===== src/rtl/crs_pkg.sv =====
package crs_pkg;

    typedef enum logic [1:0] {
        CH_RED = 2'd0,
        CH_GRN = 2'd1,
        CH_BLU = 2'd2
    } chan_e;

    typedef enum logic [1:0] {
        CFG_SINGLE     = 2'd0,
        CFG_SET_ROT    = 2'd1,
        CFG_TRIPLE_PIX = 2'd2,
        CFG_TRIPLE_LN  = 2'd3
    } cfg_e;

    typedef struct packed {
        chan_e in_sel;
        chan_e set_sel;
    } route_t;

    function automatic chan_e chan_next(chan_e c);
        case (c)
            CH_RED:  return CH_GRN;
            CH_GRN:  return CH_BLU;
            default: return CH_RED;
        endcase
    endfunction

    function automatic logic pixel_rotates(cfg_e m);
        return (m == CFG_SET_ROT) || (m == CFG_TRIPLE_PIX);
    endfunction

    function automatic logic lat_in_clocks(cfg_e m);
        return (m == CFG_SINGLE) || (m == CFG_TRIPLE_LN);
    endfunction

endpackage


===== src/rtl/crs_chan_seq.sv =====
module crs_chan_seq
    import crs_pkg::*;
(
    input  logic   clk,
    input  logic   rst,
    input  cfg_e   cfg,
    input  logic   cfg_wr,
    input  logic   sample_fall,
    input  logic   line_start,
    output route_t route,
    output logic   grab_all
);

    chan_e pix_q;
    chan_e line_q;
    logic  ls_q;
    logic  line_rise;

    assign line_rise = line_start & ~ls_q;

    always_ff @(posedge clk) begin
        if (rst) begin
            pix_q  <= CH_RED;
            line_q <= CH_RED;
            ls_q   <= 1'b0;
        end else begin
            ls_q <= line_start;
            if (cfg_wr || line_start)
                pix_q <= CH_RED;
            else if (sample_fall && pixel_rotates(cfg))
                pix_q <= chan_next(pix_q);
            if (cfg_wr && cfg == CFG_TRIPLE_LN)
                line_q <= CH_RED;
            else if (line_rise && cfg == CFG_TRIPLE_LN)
                line_q <= chan_next(line_q);
        end
    end

    always_comb begin
        case (cfg)
            CFG_SINGLE:     route = '{in_sel: CH_RED, set_sel: CH_RED};
            CFG_SET_ROT:    route = '{in_sel: CH_RED, set_sel: pix_q};
            CFG_TRIPLE_PIX: route = '{in_sel: pix_q,  set_sel: pix_q};
            default:        route = '{in_sel: line_q, set_sel: line_q};
        endcase
    end

    assign grab_all = sample_fall && (cfg == CFG_TRIPLE_PIX) && (pix_q == CH_RED);


    pix_step_chk: assert property (@(posedge clk) disable iff (rst)
        (sample_fall && !line_start && !cfg_wr && pixel_rotates(cfg))
        |=> (pix_q != $past(pix_q)));


    line_red_chk: assert property (@(posedge clk) disable iff (rst)
        line_start |=> (pix_q == CH_RED));


    line_hold_chk: assert property (@(posedge clk) disable iff (rst)
        (cfg == CFG_TRIPLE_LN && !cfg_wr && !line_rise) |=> $stable(line_q));

endmodule


===== src/rtl/crs_code_pipe.sv =====
module crs_code_pipe
    import crs_pkg::*;
#(
    parameter int CODE_W  = 8,
    parameter int LAT_CLK = 8,
    parameter int LAT_PIX = 6
) (
    input  logic              clk,
    input  logic              rst,
    input  cfg_e              cfg,
    input  logic              cfg_wr,
    input  logic              sample_fall,
    input  logic              sample_rise,
    input  logic              invert,
    input  logic [CODE_W-1:0] raw_code,
    output logic [CODE_W-1:0] code_q,
    output logic              data_valid
);

    localparam int DEPTH = (LAT_CLK > LAT_PIX) ? LAT_CLK : LAT_PIX;
    localparam int CNT_W = $clog2(DEPTH + 1);

    logic [CODE_W-1:0] stage_q [DEPTH];
    logic [CODE_W-1:0] tap;
    logic [CNT_W-1:0]  lat;
    logic [CNT_W-1:0]  fill_q;
    logic              phase_q;
    logic              full_q;

    assign tap = lat_in_clocks(cfg) ? stage_q[LAT_CLK-1] : stage_q[LAT_PIX-1];
    assign lat = lat_in_clocks(cfg) ? CNT_W'(LAT_CLK) : CNT_W'(LAT_PIX);

    always_ff @(posedge clk) begin
        if (rst) begin
            for (int i = 0; i < DEPTH; i++) stage_q[i] <= '0;
        end else if (sample_fall) begin
            stage_q[0] <= raw_code;
            for (int i = 1; i < DEPTH; i++) stage_q[i] <= stage_q[i-1];
        end
    end

    always_ff @(posedge clk) begin
        if (rst) begin
            code_q  <= '0;
            phase_q <= 1'b0;
        end else if (sample_fall) begin
            code_q  <= invert ? ~tap : tap;
            phase_q <= 1'b1;
        end else if (sample_rise) begin
            phase_q <= 1'b0;
        end
    end

    always_ff @(posedge clk) begin
        if (rst || cfg_wr) begin
            fill_q <= '0;
            full_q <= 1'b0;
        end else if (sample_fall) begin
            full_q <= (fill_q >= lat);
            if (fill_q < lat) fill_q <= fill_q + 1'b1;
        end
    end

    assign data_valid = phase_q & full_q;


    rise_clear_chk: assert property (@(posedge clk) disable iff (rst)
        (sample_rise && !sample_fall) |=> !data_valid);


    wr_clear_chk: assert property (@(posedge clk) disable iff (rst)
        cfg_wr |=> !data_valid);

endmodule


===== src/rtl/color_rot_seq.sv =====
module color_rot_seq
    import crs_pkg::*;
#(
    parameter int CODE_W  = 8,
    parameter int GAIN_W  = 6,
    parameter int OFS_W   = 8,
    parameter int LAT_CLK = 8,
    parameter int LAT_PIX = 6
) (
    input  logic              clk,
    input  logic              rst,
    input  logic              sample_fall,
    input  logic              sample_rise,
    input  logic              line_start,
    input  logic [1:0]        cfg,
    input  logic              cfg_wr,
    input  logic              invert,
    input  logic              out_disable,
    input  logic [GAIN_W-1:0] gain_r,
    input  logic [GAIN_W-1:0] gain_g,
    input  logic [GAIN_W-1:0] gain_b,
    input  logic [OFS_W-1:0]  ofs_r,
    input  logic [OFS_W-1:0]  ofs_g,
    input  logic [OFS_W-1:0]  ofs_b,
    input  logic [CODE_W-1:0] raw_code,
    output logic [1:0]        in_sel,
    output logic [GAIN_W-1:0] gain_sel,
    output logic [OFS_W-1:0]  ofs_sel,
    output logic              grab_all,
    output logic [CODE_W-1:0] bus_q,
    output logic              bus_oe,
    output logic              data_valid
);

    cfg_e   mode;
    route_t route;

    assign mode = cfg_e'(cfg);

    crs_chan_seq u_seq (
        .clk         (clk),
        .rst         (rst),
        .cfg         (mode),
        .cfg_wr      (cfg_wr),
        .sample_fall (sample_fall),
        .line_start  (line_start),
        .route       (route),
        .grab_all    (grab_all)
    );

    crs_code_pipe #(
        .CODE_W  (CODE_W),
        .LAT_CLK (LAT_CLK),
        .LAT_PIX (LAT_PIX)
    ) u_pipe (
        .clk         (clk),
        .rst         (rst),
        .cfg         (mode),
        .cfg_wr      (cfg_wr),
        .sample_fall (sample_fall),
        .sample_rise (sample_rise),
        .invert      (invert),
        .raw_code    (raw_code),
        .code_q      (bus_q),
        .data_valid  (data_valid)
    );

    always_comb begin
        case (route.set_sel)
            CH_GRN:  begin gain_sel = gain_g; ofs_sel = ofs_g; end
            CH_BLU:  begin gain_sel = gain_b; ofs_sel = ofs_b; end
            default: begin gain_sel = gain_r; ofs_sel = ofs_r; end
        endcase
    end

    assign in_sel = route.in_sel;
    assign bus_oe = !out_disable && !line_start;


    single_red_chk: assert property (@(posedge clk) disable iff (rst)
        (cfg == 2'd0) |-> (in_sel == 2'd0 && gain_sel == gain_r && ofs_sel == ofs_r));

endmodule


===== config.mk =====
export PLATFORM = sky130hd
export DESIGN_NAME = color_rot_seq
export DESIGN_NICKNAME = d
export VERILOG_FILES = /design/src/rtl/crs_pkg.sv /design/src/rtl/crs_chan_seq.sv /design/src/rtl/crs_code_pipe.sv /design/src/rtl/color_rot_seq.sv
export SDC_FILE = /design/constraint.sdc
export NUM_CORES = 1
export LEC_CHECK = 0
export ABC_CLOCK_PERIOD_IN_PS = 5100
export BUFFER_PORTS_ARGS = -buffer_cell sky130_fd_sc_hd__buf_2
export CAP_MARGIN = 20
export CORE_ASPECT_RATIO = 0.75
export CORE_MARGIN = 4
export CORE_UTILIZATION = 58
export CTS_CLUSTER_DIAMETER = 100
export CTS_CLUSTER_SIZE = 28
export DETAILED_ROUTE_END_ITERATION = 12
export PLACE_DENSITY = 0.85
export SLEW_MARGIN = 20
export SYNTH_ARGS = -nofsm -noshare
export SYNTH_HDL_FRONTEND = slang
export SYNTH_SLANG_ARGS = --single-unit
export TNS_END_PERCENT = 10

===== constraint.sdc =====
create_clock -name clk -period 5.1 [get_ports clk]
set_input_delay 0.765 -clock clk [delete_from_list [all_inputs] [get_ports clk]]
set_output_delay 0.765 -clock clk [all_outputs]
set_load 0.01 [all_outputs]

==> results of run 1 <==
kinds of logic (layout without fill, tap and decap cells):
group | after synthesis | after routing | synth area share (%)
AOI/OAI and AO/OA | 48 | 48 | 8.35
xor gates and xnor gates | 10 | 10 | 2.36
adders and majority gates | 9 | 9 | 3.03
buffers and inverters | 26 | 111 | 2.73
DFF | 83 | 83 | 61.9
muxes | 11 | 11 | 2.96
and+or+nand+nor | 122 | 122 | 18.6
cell type report:
| type | count | area share [%] |
|---|---|---|
| repair buffers | 87 | 9.96 |
| well taps | 78 | 2.22 |
| clock buffers | 9 | 2.82 |
| flip-flops and latches | 83 | 52.4 |
| multi-input cells | 200 | 29.9 |
| inverters | 8 | 0.683 |
| clock inverters | 7 | 2.05 |
cell usage in the layout, fill, tap and decap left out, types with 8 or more instances in the layout:
cell	n
inv_1	8
xor2_1	10
o22ai_1	8
buf_2	86
nor2b_1	19
a22oi_1	14
nand2b_1	10
nor2_1	11
dfxtp_1	19
clkbuf_8	9
mux2i_1	11
nand2_1	18
edfxtp_1	64
and2_1	49
o21ai_0	18
ha_1	9
worst paths after layout:
kind	startpoint	end	slack [ns]	cells after the start
max	cfg[0]	gain_sel[5]	1.71	8
min	u_pipe.code_q[1]	u_pipe.code_q[1]	0.48	2
max reg2reg	u_pipe.fill_q[3]	u_pipe.fill_q[3]	3.61	5
min reg2reg	u_pipe.code_q[1]	u_pipe.code_q[1]	0.48	2
sequential cells by signal, summed over array words and instances, names as in the netlist:
signal          cells
u_pipe.code_q       8
u_pipe.fill_q       4
u_pipe.full_q       1
u_pipe.phase_q      1
u_pipe.stage_q     64
u_seq.line_q        2
u_seq.ls_q          1
u_seq.pix_q         2
worst max-delay path: cells and delay by family:
kind / cells / cell delay (ns)
AOI/OAI and AO/OA: 3 / 0.61
adders and majority gates: 2 / 0.79
buffers and inverters: 2 / 0.28
and+or+nand+nor: 1 / 0.17
layer usage:
layer	GRT usage, %	wire length, µm	part of all wire (%)
met5	0	0	0
met4	5.79	62	0.97
met3	6.18	456	7.1
met2	30.4	3250	51
met1	19.5	2650	41
power groups by stage:
stage | logic (mW) | registers [mW] | clock network, mW
final | 0.132 | 0.785 | 0.495
after CTS | 0.134 | 0.786 | 0.511
after floorplan | 0.0811 | 0.799 | 0
after global routing | 0.148 | 0.790 | 0.545
after detailed placement | 0.133 | 0.801 | 0
after global placement | 0.127 | 0.798 | 0
per-stage QoR:
step	power (mW)	worst slack, ns	cell area, µm²	std cells
floorplan	0.881	2.04	3720	309
global placement	0.926	1.84	4180	456
detailed placement	0.934	1.73	4180	456
CTS	1.43	1.73	4400	472
global route	1.48	1.51	4400	472
finish	1.41	1.71	4400	472
==> metrics, run 1 <==
Cell Area, Synth 3720 µm²; Area growth, synth to finish 18.3%; Max FO, Critical Path 14; Final setup viols 0; total net switching power 306 µW; final wirelength 6.42 mm; maxcap violations 0; RSZ-0062 raised after global routing false; Synth Warn # 0; Synth Instances 309; Worst Skew 0.0105 ns; Fillers 440; Crit Path Class in2out; drt via density 5.22; sequential share of power 55.6%; share of the synthesized area in the top cell type 51.7%; CTS tree yes; first-pass GRT wire length 10.7 mm; commonest cells in the netlist edfxtp_1, and2_1, dfxtp_1, nor2b_1; VDD IR max 0.000206 V; Clk pwr share 35.1%; chip height 77.3 µm; CP startpoint kind primary input; multi-input logic area 1320 µm²; # H-tree levels 3; switching part of the total 21.6%; die area 7770 µm²; leakage 1.88 nW; syn nets 378; die width 100 µm; Pint 1.11 mW; Final Cycle Share 66.6%; CP arrival 2.63 ns; gr usage total 17.3%; share of cells above drive strength 1 27.2%; # rows 24; most frequent cell after synthesis edfxtp_1; Critical Path Max Stage Delay 0.53 ns; # DRC 0; worst path cell trace buf_2 -> ha_1 -> nand2b_1 -> o21ai_0 -> ha_1 -> a22oi_1 -> o21ai_0 -> buf_2; total gr overflow 0; Antenna diodes 0; synthesized area per cell 12.0 µm²; critical path endpoint category output pin; worst skew pair latency 0.34 ns; critical path required time 4.34 ns; post-synth cell types 32; clock root cell clkbuf_8; Slew headroom 48.6%; Initial Utilization 61.9%; Slew Limit Fails 0; Synth area leaders edfxtp_1, dfxtp_1, and2_1, nor2b_1, ha_1; Register Area 2300 µm²; core outline area 6010 µm²; CTS max path bufs 2; sequential-to-total area share from yosys stat 61.9%; DPL Wire Length 4.40 mm; clock-pin slew on the worst setup and hold paths 0.08 ns; Comb pwr share 9.4%; Worst path slowest cell ha_1; largest area contributor in the netlist edfxtp_1; Final TNS setup 0 ns; drt pass-1 iters 5; Max Fclk 295 MHz; Nets 458; worst hold slack 0.485 ns; worst-margin pin slew 0.771 ns; initial antenna violation count 0; number of global-route vias before repair 2408; number of DRC violations after detailed-routing iteration 0 99; flops & latches, synth 83; RePlAce Congestion 0.714; Final Hold Vio Count 0; Num CTS Buffers 9; status finished, final reports clean; Setup Fix Bufs, Post-CTS 0; Wirelength per Cell 13.6 µm; CTS resizes 0; largest net degree at the start of global routing 65; I/O Buffers 86; Layout Utilization 73.2%; Pwr Density 321 nW/µm²; TritonCTS Sinks 83; Hold Buf Count CTS 0; worst min path class reg2reg; I/O pin cnt 87; via count 2462; Tmin final 3.39 ns; remaining antenna violation count 0; Top FF cell, synth edfxtp_1; Post-synth EDFFs 64; Async SR Flop Fraction 0%
No activity file was read; power rests on OpenSTA's default activity.
==> run 2: changes to the inputs <==
--- a/config.mk
+++ b/config.mk
@@ -5,16 +5,16 @@
 export SDC_FILE = /design/constraint.sdc
 export NUM_CORES = 1
 export LEC_CHECK = 0
-export ABC_CLOCK_PERIOD_IN_PS = 5100
+export ABC_CLOCK_PERIOD_IN_PS = 3200
 export BUFFER_PORTS_ARGS = -buffer_cell sky130_fd_sc_hd__buf_2
 export CAP_MARGIN = 20
 export CORE_ASPECT_RATIO = 0.75
 export CORE_MARGIN = 4
-export CORE_UTILIZATION = 58
+export CORE_UTILIZATION = 53
 export CTS_CLUSTER_DIAMETER = 100
 export CTS_CLUSTER_SIZE = 28
 export DETAILED_ROUTE_END_ITERATION = 12
-export PLACE_DENSITY = 0.85
+export PLACE_DENSITY = 0.79
 export SLEW_MARGIN = 20
 export SYNTH_ARGS = -nofsm -noshare
 export SYNTH_HDL_FRONTEND = slang
==> constraint.sdc (replaced) <==
create_clock -name clk -period 3.2 [get_ports clk]
set_input_delay 0.48 -clock clk [delete_from_list [all_inputs] [get_ports clk]]
set_output_delay 0.48 -clock clk [all_outputs]
set_load 0.01 [all_outputs]
==> metrics, run 2 (same netlist as run 1, synthesis figures left out) <==
reg2reg end u_pipe.fill_q[3]; maxcap violations 0 (unchanged); Max Fclk 351 MHz; CTS max path bufs 2 (unchanged); RSZ-0062 raised after global routing false; Finished Cell Area 4380 µm² (-0.48%); worst path cell trace buf_2 -> ha_1 -> nand2b_1 -> o21a_1 -> ha_1 -> o21ai_0 -> buf_2; worst skew pair latency 0.34 ns (about the same); Top Registers u_pipe.stage_q: 64 flops, u_pipe.code_q: 8 flops, u_pipe.fill_q: 4 flops; leading cell type in the layout, fill and taps excluded buf_2; I/O pin cnt 87 (unchanged); Max FO, Critical Path 28 (+14); share of cells above drive strength 1 26.6% (-0.51 points); via count 2417 (-1.8%); Area growth, synth to finish 17.7%; CP arrival 2.37 ns (-0.26 ns); Tmin final 2.85 ns; drt via density 5.06 (-3.1%); worst path bufs/invs 2 (unchanged); number of global-route vias before repair 2168 (-10%); leakage 1.87 nW (-0.59%); # DRC 0 (unchanged); core outline area 6800 µm² (+13%); Initial Utilization 54.7% (-7.2 points); Critical Path Max Stage Delay 0.73 ns (+0.20 ns); Final Cycle Share 89.0%; die width 105 µm (+4.2%); initial antenna violation count 0 (unchanged); clock-pin slew on the worst setup and hold paths 0.08 ns (about the same); Placed Area 4200 µm² (+0.48%); delay-heaviest family, CP adder cells; RePlAce Congestion 0.688 (-3.7%); Antenna diodes 0 (unchanged); drt pass-1 iters 4 (-1); Num CTS Buffers 9 (unchanged); Worst Skew 0.00888 ns (-0.00165 ns); CTS tree yes; Crit Path Class in2out; FF-to-FF Start u_pipe.fill_q[2]; Wirelength per Cell 13.1 µm (-3.6%); Fillers 537 (+22%); critical path required time 2.72 ns (-1.62 ns); Setup Fix Bufs, Post-CTS 0 (unchanged); VDD IR max 0.000335 V (+62%); die area 8430 µm² (+8.6%); clock root cell clkbuf_8; Pwr Density 485 nW/µm² (+51%); Final setup viols 0 (unchanged); first-pass GRT wire length 9.83 mm (-8.1%); Nets 458 (unchanged); final wirelength 6.27 mm (-2.4%); Slew Limit Fails 0 (unchanged); chip height 80.5 µm (+4.1%); Slew headroom 54.1% (+5.5 points); Critical path origin cfg[0]; # rows 26 (+8.3%); met3 routed WL 319 µm (-30%); Hold Buf Count CTS 0 (unchanged); I/O Buffers 86 (unchanged); total gr overflow 0 (unchanged); Register Area 2300 µm² (unchanged); worst min path class in2reg; Final Hold Vio Count 0 (unchanged); status finished, final reports clean; DPL Wire Length 4.29 mm (-2.5%); CP startpoint kind primary input; remaining antenna violation count 0 (unchanged); max reg flops 64 (unchanged); met2 wire len 2.96 mm (-8.8%); commonest non-fill, non-tap cells in the layout buf_2, edfxtp_1, and2_1; instance count on the critical path 7 (-1); worst-margin pin slew 0.688 ns (-0.0830 ns); # H-tree levels 3 (unchanged); TritonCTS Sinks 83 (unchanged); multi-input logic area 1320 µm² (unchanged); Reg2Reg Setup Slack 1.73 ns (-1.88 ns); cell count of the worst reg-to-reg path 5 (unchanged); Worst path slowest cell ha_1; Final TNS setup 0 ns (unchanged); highest routed layer met4; gr usage total 14.8% (-2.5 points); Metal-1 WL 2.83 mm (+6.6%); number of DRC violations after detailed-routing iteration 0 92 (-7.1%); critical path endpoint category output pin; crit path to gain_sel[2]; CTS resizes 0 (unchanged); largest net degree at the start of global routing 55 (-15%); Top reg by flops u_pipe.stage_q
-- run 2: final cells by class --
| class | count | share of cell area (%) |
|---|---|---|
| Sequential cell | 83 | 52.6 |
| Multi-Input combinational cell | 200 | 30.1 |
| Timing Repair Buffer | 87 | 10.3 |
| Clock buffer | 14 | 3.72 |
| Tap cell | 84 | 2.40 |
| Inverter | 8 | 0.686 |
| Clock inverter | 2 | 0.229 |
-- run 2: worst min path at each step --
stage | from | endpoint | cells past startpoint
final | line_start | u_seq.pix_q[0] | 2
after global routing | line_start | u_seq.pix_q[1] | 2
after CTS | line_start | u_seq.pix_q[1] | 2
after detailed placement | u_pipe.code_q[3] | u_pipe.code_q[3] | 2
after global placement | u_pipe.phase_q | u_pipe.phase_q | 2
after floorplan | u_pipe.phase_q | u_pipe.phase_q | 2
-- run 2: report_power, final --
part           internal [mW]  total [mW]  switching [mW]
registers               1.23        1.25          0.0190
logic                 0.0991       0.213           0.114
clock network          0.323       0.659           0.335
total                   1.65        2.12           0.468
-- run 2: worst register-to-register path: stages (launching register included) --
cell and delay (ns):
dfxtp_1 0.35, ha_1 0.30, nand2_1 0.16, o211ai_4 0.12, or3_1 0.36, a21oi_1 0.13
-- run 2: metrics by stage --
step	setup WS [ns]	instances	hold slack, ns	util, %	power (mW)
2_1_floorplan	0.714	309	0.448	-	1.40
3_3_place_gp	0.520	462	0.461	61.8	1.48
3_5_place_dp	0.405	462	0.472	61.8	1.49
4_1_cts	0.400	478	0.354	64.3	2.15
5_1_grt	0.170	478	0.367	64.4	2.22
6_report	0.353	478	0.378	64.4	2.12
-- run 2: layer usage --
| layer | global-route usage [%] | up-vias |
|---|---|---|
| li1 | - | 1233 |
| met1 | 18.2 | 1107 |
| met2 | 23.5 | 58 |
| met3 | 4.26 | 19 |
| met4 | 8.26 | 0 |
| met5 | 0 | - |
